<file path="config.mk">
export PLATFORM = sky130hd
export DESIGN_NAME = sar_seq_ctrl
export DESIGN_NICKNAME = d
export VERILOG_FILES = /design/src/rtl/sar_pkg.sv /design/src/rtl/sar_clk_div.sv /design/src/rtl/sar_sample_timer.sv /design/src/rtl/sar_approx.sv /design/src/rtl/sar_seq_ctrl.sv
export SDC_FILE = /design/constraint.sdc
export NUM_CORES = 1
export LEC_CHECK = 0
export BUFFER_PORTS_ARGS = -buffer_cell sky130_fd_sc_hd__buf_2
export CORE_MARGIN = 8
export CORE_UTILIZATION = 45
export DETAILED_ROUTE_END_ITERATION = 10
export GPL_TIMING_DRIVEN = 1
export PLACE_DENSITY_LB_ADDON = 0.1
export SLEW_MARGIN = 30
export SYNTH_ARGS = -nofsm -noshare
export SYNTH_HDL_FRONTEND = slang
export SYNTH_SLANG_ARGS = --single-unit
</file>
<file path="constraint.sdc">
create_clock -name clk -period 3.4 [get_ports clk]
set_input_delay 0.17 -clock clk [delete_from_list [all_inputs] [get_ports clk]]
set_output_delay 0.17 -clock clk [all_outputs]
set_load 0.01 [all_outputs]
</file>
<file path="src/rtl/sar_pkg.sv">
package sar_pkg;
  localparam int RES_MAX = 12;
  localparam int RES_W   = 4;   // holds 8..12
  localparam int SHT_W   = 4;
  localparam int SHT_TOP = 8;   // codes above clamp here
  localparam int LEN_W   = SHT_TOP + 3;

  typedef enum logic [1:0] {ST_IDLE, ST_SAMPLE, ST_CONV} seq_state_t;

  function automatic logic [RES_W-1:0] res_decode(input logic [2:0] code);
    case (code)
      3'd0:    res_decode = 4'd8;
      3'd1:    res_decode = 4'd10;
      default: res_decode = 4'd12;
    endcase
  endfunction

  function automatic logic [LEN_W-1:0] sample_len(input logic [SHT_W-1:0] code);
    logic [SHT_W-1:0] c;
    c = (code > SHT_W'(SHT_TOP)) ? SHT_W'(SHT_TOP) : code;
    sample_len = LEN_W'(4) << c;
  endfunction
endpackage

</file>
<file path="src/rtl/sar_clk_div.sv">
module sar_clk_div #(
  parameter int DIV_W = 3
) (
  input  logic             clk,
  input  logic             rst,
  input  logic             clr,
  input  logic             en,
  input  logic [DIV_W-1:0] div_code,
  output logic             tick
);
  logic [DIV_W-1:0] cnt;

  assign tick = en && (cnt == div_code);

  always_ff @(posedge clk) begin
    if (rst || clr) cnt <= '0;
    else if (en) cnt <= tick ? '0 : cnt + 1'b1;
  end

  AST_TICK_SPACING: assert property (@(posedge clk) disable iff (rst)
    (tick && !clr && div_code != '0 && $stable(div_code)) |=> !tick)
    else $error("tick repeated with divider above one");
endmodule

</file>
<file path="src/rtl/sar_sample_timer.sv">
module sar_sample_timer
  import sar_pkg::*;
(
  input  logic             clk,
  input  logic             rst,
  input  logic             clr,
  input  logic             en,
  input  logic             tick,
  input  logic [SHT_W-1:0] sht_code,
  output logic             expire
);
  localparam int CNT_W = LEN_W - 1;
  logic [LEN_W-1:0] len;
  logic [CNT_W-1:0] cnt;

  assign len    = sample_len(sht_code);
  assign expire = en && tick && ({1'b0, cnt} == len - 1'b1);

  always_ff @(posedge clk) begin
    if (rst || clr) cnt <= '0;
    else if (en && tick) cnt <= expire ? '0 : cnt + 1'b1;
  end

  AST_SAMPLE_BOUND: assert property (@(posedge clk) disable iff (rst)
    en |-> ({1'b0, cnt} < len))
    else $error("sample counter passed its length");
endmodule

</file>
<file path="src/rtl/sar_approx.sv">
module sar_approx
  import sar_pkg::*;
#(
  parameter int W = RES_MAX
) (
  input  logic             clk,
  input  logic             rst,
  input  logic             clr,
  input  logic             en,
  input  logic             tick,
  input  logic [RES_W-1:0] res_bits,
  input  logic             cmp_in,
  output logic [W-1:0]     dac_code,
  output logic [W-1:0]     acc,
  output logic             fin
);
  logic [RES_W-1:0] per;
  logic [W-1:0]     mask;
  logic [W-1:0]     acc_nx;
  logic [W-1:0]     one;

  assign one    = W'(1);
  assign fin    = en && tick && (per == res_bits + 4'd1);
  assign acc_nx = cmp_in ? (acc | mask) : acc;

  always_ff @(posedge clk) begin
    if (rst || clr) begin
      per      <= '0;
      mask     <= '0;
      acc      <= '0;
      dac_code <= '0;
    end else if (en && tick) begin
      per <= per + 1'b1;
      if (per == '0) begin
        mask     <= one << (res_bits - 4'd1);
        dac_code <= one << (res_bits - 4'd1);
      end else if (per <= res_bits) begin
        acc      <= acc_nx;
        mask     <= mask >> 1;
        dac_code <= acc_nx | (mask >> 1);
      end
    end
  end

  AST_MASK_ONEHOT: assert property (@(posedge clk) disable iff (rst)
    $onehot0(mask))
    else $error("more than one trial bit");
  AST_DAC_WIDTH: assert property (@(posedge clk) disable iff (rst)
    (res_bits == 4'd8) |-> (dac_code[W-1:8] == '0))
    else $error("trial code outside 8-bit range");
endmodule

</file>
<file path="src/rtl/sar_seq_ctrl.sv">
module sar_seq_ctrl
  import sar_pkg::*;
#(
  parameter int W     = RES_MAX,
  parameter int DIV_W = 3
) (
  input  logic             clk,
  input  logic             rst,
  input  logic             cfg_we,
  input  logic [2:0]       cfg_res,
  input  logic [DIV_W-1:0] cfg_div,
  input  logic [SHT_W-1:0] cfg_sht,
  input  logic             start,
  input  logic             cmp_in,
  output logic [W-1:0]     dac_code,
  output logic [W-1:0]     result,
  output logic             busy,
  output logic             done
);
  seq_state_t       state;
  logic [2:0]       reg_res;
  logic [DIV_W-1:0] reg_div;
  logic [SHT_W-1:0] reg_sht;
  logic [RES_W-1:0] act_res;
  logic [DIV_W-1:0] act_div;
  logic [SHT_W-1:0] act_sht;
  logic             accept, tick, expire, fin;
  logic [W-1:0]     acc;

  assign accept = start && (state == ST_IDLE);
  assign busy   = (state != ST_IDLE);

  // configuration register, defaults to 10-bit / div 1 / 4-cycle sample
  always_ff @(posedge clk) begin
    if (rst) begin
      reg_res <= 3'd1;
      reg_div <= '0;
      reg_sht <= '0;
    end else if (cfg_we) begin
      reg_res <= cfg_res;
      reg_div <= cfg_div;
      reg_sht <= cfg_sht;
    end
  end

  // snapshot on accepted start
  always_ff @(posedge clk) begin
    if (rst) begin
      act_res <= 4'd10;
      act_div <= '0;
      act_sht <= '0;
    end else if (accept) begin
      act_res <= res_decode(reg_res);
      act_div <= reg_div;
      act_sht <= reg_sht;
    end
  end

  always_ff @(posedge clk) begin
    if (rst) begin
      state  <= ST_IDLE;
      result <= '0;
      done   <= 1'b0;
    end else begin
      done <= 1'b0;
      case (state)
        ST_IDLE:   if (accept) state <= ST_SAMPLE;
        ST_SAMPLE: if (expire) state <= ST_CONV;
        ST_CONV:   if (fin) begin
          state  <= ST_IDLE;
          result <= acc;
          done   <= 1'b1;
        end
        default:   state <= ST_IDLE;
      endcase
    end
  end

  sar_clk_div #(.DIV_W(DIV_W)) u_div (
    .clk(clk), .rst(rst), .clr(accept), .en(busy),
    .div_code(act_div), .tick(tick)
  );

  sar_sample_timer u_smp (
    .clk(clk), .rst(rst), .clr(accept), .en(state == ST_SAMPLE),
    .tick(tick), .sht_code(act_sht), .expire(expire)
  );

  sar_approx #(.W(W)) u_sar (
    .clk(clk), .rst(rst), .clr(accept), .en(state == ST_CONV),
    .tick(tick), .res_bits(act_res), .cmp_in(cmp_in),
    .dac_code(dac_code), .acc(acc), .fin(fin)
  );

  AST_DONE_PULSE: assert property (@(posedge clk) disable iff (rst)
    done |=> !done)
    else $error("done wider than one cycle");
  AST_DONE_IDLE: assert property (@(posedge clk) disable iff (rst)
    done |-> !busy)
    else $error("done while busy");
  AST_BUSY_START: assert property (@(posedge clk) disable iff (rst)
    $rose(busy) |-> $past(start))
    else $error("busy rose without start");
  AST_SNAPSHOT_HELD: assert property (@(posedge clk) disable iff (rst)
    (busy && !$past(accept)) |-> $stable(act_res))
    else $error("resolution changed mid conversion");
  AST_RESULT_ALIGN: assert property (@(posedge clk) disable iff (rst)
    (done && act_res == 4'd10) |-> (result[W-1:10] == '0))
    else $error("10-bit result not right-aligned");
endmodule

</file>
Yosys cells after proc, flatten, opt, wreduce, memory -nomap -nowiden --
Cells that the tools add are included. Widths: inputs -> output; s select.
Word-level totals: register bits 89, input port bits 15, logic and storage cells 69
Cells by class: $add $sub $neg 6, order comparisons 2, eq/ne operators 9, shift operators 2, multiplexer cells 14, bitwise operators 4, reductions and logical operators 17
Operators with widths (number):
- $mux 12 | 5
- $or 12x11->12 | 1
- $or 12x12->12 | 1
- $shl 1x4->12 const A | 1
- $eq 10x11->1 | 1
- $shl 3x4->11 const A | 1
- $sub 11x1->11 const B | 1
- $add 10x1->10 const B | 1
- $mux 10 | 1
- $add 4x1->4 const B | 2
- $logic_and 1x1->1 | 6
- $mux 2 | 3
- $pmux 2 s3 | 1
- $pmux 3 s2 | 1
- $reduce_and 3->1 | 2
- $eq 4x4->1 | 1
- $gt 4x4->1 const B | 1
- $le 4x4->1 | 1
- $logic_not 4->1 | 1
- $mux 4 | 1
- $ne 2x2->1 const B | 2
- $reduce_and 2->1 | 2
- $reduce_bool 2->1 | 2
- $sub 4x1->4 const B | 1
- other kinds (13) | 14

Logic depth before layout (Yosys ltp) --
word-level depth 8, depth in mapped cells 9, depth with buffers taken out 8

Hierarchy --
From an unflattened synthesis, not the netlist that was laid out.
Second synthesis, totals: cells, all modules 488, area total of the unflattened synthesis 4294.1 um^2
Modules (own cells, without submodules):
- sar_approx | times used 1, cells an instance 245, area an instance 2153.3 um^2, seq. area each 800.8 um^2
- sar_seq_ctrl | times used 1, cells an instance 140, area an instance 1244.9 um^2, seq. area each 680.7 um^2
- sar_sample_timer | times used 1, cells an instance 86, area an instance 719.4 um^2, seq. area each 200.2 um^2
- sar_clk_div | times used 1, cells an instance 17, area an instance 176.4 um^2, seq. area each 60.1 um^2

Worst setup path after synthesis --
No wires, ideal clock.
path kind register to register, start register act_sht[0], end register state[0], arrival time 2.318 ns, required time 3.297 ns, path slack 0.979 ns, cell stages (with the launch flop) 8, path buffers 0, clock period less this slack 2.421 ns, cell sequence dfxtp_1 or4_1 ha_1 and2_1 o2111a_1 a211oi_2 nor3_4 a2111oi_2
On the way: word-level cells in the longest chain between the ends 8
Ends and longest elaborated chain:
- from (decl) | line sar_seq_ctrl.sv:26 | logic [SHT_W-1:0] act_sht;
- from (signal assigned) | line sar_seq_ctrl.sv:55 | act_sht <= reg_sht;
- $gt 4x4->1 | line sar_pkg.sv:20 | c = (code > SHT_W'(SHT_TOP)) ? SHT_W'(SHT_TOP) : code;
- $mux 4 * | line sar_pkg.sv:20
- $shl 3x4->11 * | line sar_pkg.sv:21 | sample_len = LEN_W'(4) << c;
- $sub 11x1->11 * | line sar_sample_timer.sv:17 | assign expire = en && tick && ({1'b0, cnt} == len - 1'b1);
- $eq 10x11->1 * | line sar_sample_timer.sv:17
- $logic_and 1x1->1 * | line sar_sample_timer.sv:17
- $ne 2x2->1 (no line) *
- $reduce_and 3->1 (no line) *
- to (signal assigned) | line sar_seq_ctrl.sv:61 | state <= ST_IDLE;
- to (signal assigned) | line sar_seq_ctrl.sv:67 | ST_IDLE: if (accept) state <= ST_SAMPLE;
- to (signal assigned) | line sar_seq_ctrl.sv:68 | ST_SAMPLE: if (expire) state <= ST_CONV;
- to (decl) | line sar_seq_ctrl.sv:20 | seq_state_t state;
Every way passes the cells marked *; elsewhere a longest branch is shown, timed or not. A chain may end at the register's enable or synchronous reset.

Worst setup path in the final report --
start register act_sht[3], end register state[0]
The elaborated chain is that of the path after synthesis.

==> out/results.ini <==
[run_status]
run_status=complete, no violations

[place]
dp_hpwl_mm=5.753
place_congestion=0.8053
io_buffer_count=40
placed_area_um2=4086

[global_route]
grt_pass1_vias=3001
antenna_found_initial=0
grt-ovfl-total=0
global_route.usage.total_pct=15.29
pin_count_of_the_biggest_net_entering_global_routing=38
grt_first_pass_wirelength_mm=14.52

[synth]
yosysTopAreaCellShare_pct=45.25
mappedNetlistArea_um2=3849
synth.distinct_cells=49
most_area_consuming_cells_after_synthesis=dfxtp_1, mux2i_1, a21oi_1
synth-async-reset-ratio_pct=0
flip_flop_and_latch_count_after_synthesis=87
synth_area_leader_cell=dfxtp_1
synth_enable_flop_cells=0
synth_compound_gate_area_share_pct=13.85
synth_top_flop_cell=dfxtp_1
syn_inst=446
yosys.area_share.xor_xnor_pct=2.276
synth.yosys.warnings=0
synth_most_common_cell=dfxtp_1
adder_and_majority_gate_portion_of_the_synthesized_area_pct=2.276
largest_family_of_logic_cells_by_synthesized_area=simple AND/OR/NAND/NOR gates
postSynthAreaPerCell_um2=8.629
synthesis.nets=468
synth_sequential_area_ratio_pct=45.25
post_synth_mux_area_share_pct=7.542
post_synth_most_frequent_cells=dfxtp_1, nor2_1, a21oi_1, nand2_1
synth_simple_gate_area_share_pct=24.48

[pwr]
power_switching_share_pct=24.26
clkPwrFrac_pct=41.1
power.switching_uw=480.3
max-vdd-ir-drop_uv=243.9
power.density_nw_per_um2=459.1
power.sequential.fraction_pct=52.8
cellInternalPower_mw=1.500
lkg_pwr_nw=1.680
power.share.combinational_pct=6.1

[worst_setup_path]
timing.critical_path.required_ns=3.66
crit_fanout=12
r2r_start=act_sht[3]
category_of_the_worst_setup_path_capture_point=flip-flop
reg2reg_setup_slack_ns=0.74
worstPathArrival_ns=2.92
worst_path_max_delay_cell=or4_1
critical_path.n_buffers_inverters=0
critPathLaunchType=flip-flop
timing.reg2reg.worst_path_depth=7
timing.setup.critical_path_class=reg -> reg
cpLargestDelayFamily=compound AO/OA/AOI/OAI gates
path_cells=or4_1, ha_1, and2_1, o2111a_1, a211oi_2, nor3_4, a2111oi_2
r2r_end=state[0]
critical_path.max_stage_delay_ns=0.58

[finish]
antennaDiodeCount=0
finish.net_count=492
post_route_cells_drive_above_1_share_pct=15.58
multi_input_area_um2=1941
ff_latch_area_um2=1742
synthToLayoutAreaGrowth_pct=12.06
fillerInstances=809
post-route-cell-area_um2=4313

[detailed_routing]
detailroute.via_count=3144
drt_first_iter_violations=116
drtAntennaViolNets=0
drt_drc_violations_left=0
avgViaCountPerCell=5.421
routedWlPerCell_um=14.48
drt_pre_antenna_iters=4
postRouteWirelength_mm=8.397

[clock_network]
clk-insertion-delay-late_ns=0.35
tritoncts.num_buffers=9
clock_tree.htree_level_count=3
cts_tree=yes
clock_path_buffers=2
path_clk_slew_ns=0.10
clock-sinks=87
ctsResizeCount=0
hold_buffers=0
cts.repair_timing.setup_buffer_count=0
cts_root_buffer=clkbuf_8

[sta]
rsz0062_at_grt=no
timing.final.hold_violations=0
finalCritPeriodShare_pct=78.32
maxSlewHeadroom_pct=39.90
fmax_mhz=375.5
final_max_slew_viol_count=0
post-route-min-period_ns=2.663
timing.clock.skew_ns=0.01186
worstMarginPinSlew_ns=0.9015
report.final.setup_viol=0
setup_tns_ns=0

[min_path]
worstHoldEndpoint=reg_res[0]
worst_hold_path_startpoint=cfg_res[0]
hold_depth=2
timing.hold.worst.class=in -> reg

[floorplanning]
die_height_um=108.5
initial_cell_density_of_the_core_pct=46.61
placement_rows=33
design.core.area_um2=8258
fp.dieW_um=108.5
io_pins=41
design.die.area_um2=11770

[run]
cap_violations=0

[per-stage QoR]
stage	utilization (%)	total power, mW	setup WS, ns	std cells	hold WS, ns
final	52.23	1.980	0.7372	580	0.02858
after global placement	49.48	1.188	0.8074	564	0.3772
after global routing	52.23	2.075	0.5836	580	0.01414
after floorplan	-	1.160	0.9787	446	0.2924
after CTS	52.23	2.003	0.7324	580	0.01130
after detailed placement	49.48	1.192	0.7576	564	0.3847
[layout by cell type (no fill, tap or decap), drive strengths merged, types with 4 or more instances in the layout]
master   n
a211o   12
a211oi   4
a21oi   47
and3     6
buf     45
clkbuf   9
dfxtp   87
ha       7
inv      8
mux2i   29
nand2   45
nand3   29
nand4    4
nor2    59
nor3    16
nor4    10
o21ai    7
xnor2    9
[cells by family after synthesis]
group,count (synthesis)
buffers and inverters,38
adders and majority gates,7
AOI/OAI and AO/OA,84
DFF,87
and+or+nand+nor,191
muxes,29
xor gates and xnor gates,10
[power groups by stage]
stage | Combinational [mW] | Clock, mW | Sequential (mW)
2_1_floorplan | 0.0960 | 0 | 1.06
3_3_place_gp | 0.119 | 0 | 1.07
3_5_place_dp | 0.122 | 0 | 1.07
4_1_cts | 0.122 | 0.835 | 1.05
5_1_grt | 0.136 | 0.890 | 1.05
6_report | 0.121 | 0.813 | 1.05
[metal layers]
layer  share of wire [%]  vias up  global-route usage (%)  routed length (um)
met1                  51     1458                   20.79                4246
met4                0.98        0                   5.279                  82
met3                 4.6        8                   3.986                 384
li1                    -     1616                       -                   -
met5                   0        -                       0                   0
met2                  44       62                   22.89                3683
[flip-flops by register name, indices dropped and copies added (netlist names)]
| name | cells |
|---|---|
| state | 2 |
| act_res | 2 |
| reg_sht | 4 |
| u_smp.cnt | 10 |
| act_sht | 4 |
| act_div | 3 |
| u_sar.per | 4 |
| reg_div | 3 |
| u_div.cnt | 3 |
| done | 1 |
| u_sar.mask | 12 |
| result | 12 |
| reg_res | 3 |
| u_sar.acc | 12 |
| u_sar.dac_code | 12 |
[worst max-delay path by stage]
stage                from       end  cells past startpoint
2_1_floorplan  act_sht[0]  state[0]                      7
3_3_place_gp   act_sht[3]  state[0]                      7
3_5_place_dp   act_sht[3]  state[0]                      7
4_1_cts        act_sht[3]  state[0]                      7
5_1_grt        act_sht[3]  state[0]                      7
6_report       act_sht[3]  state[0]                      7
[layout make-up]
class,count,share of cell area [%]
Clock buffer,9,2.872
Clock inverter,7,2.379
Inverter,6,0.5222
Multi-Input combinational cell,321,45.00
Sequential cell,87,40.38
Tap cell,105,3.046
Timing Repair Buffer,45,5.802
No activity file was read; power rests on OpenSTA's default activity.
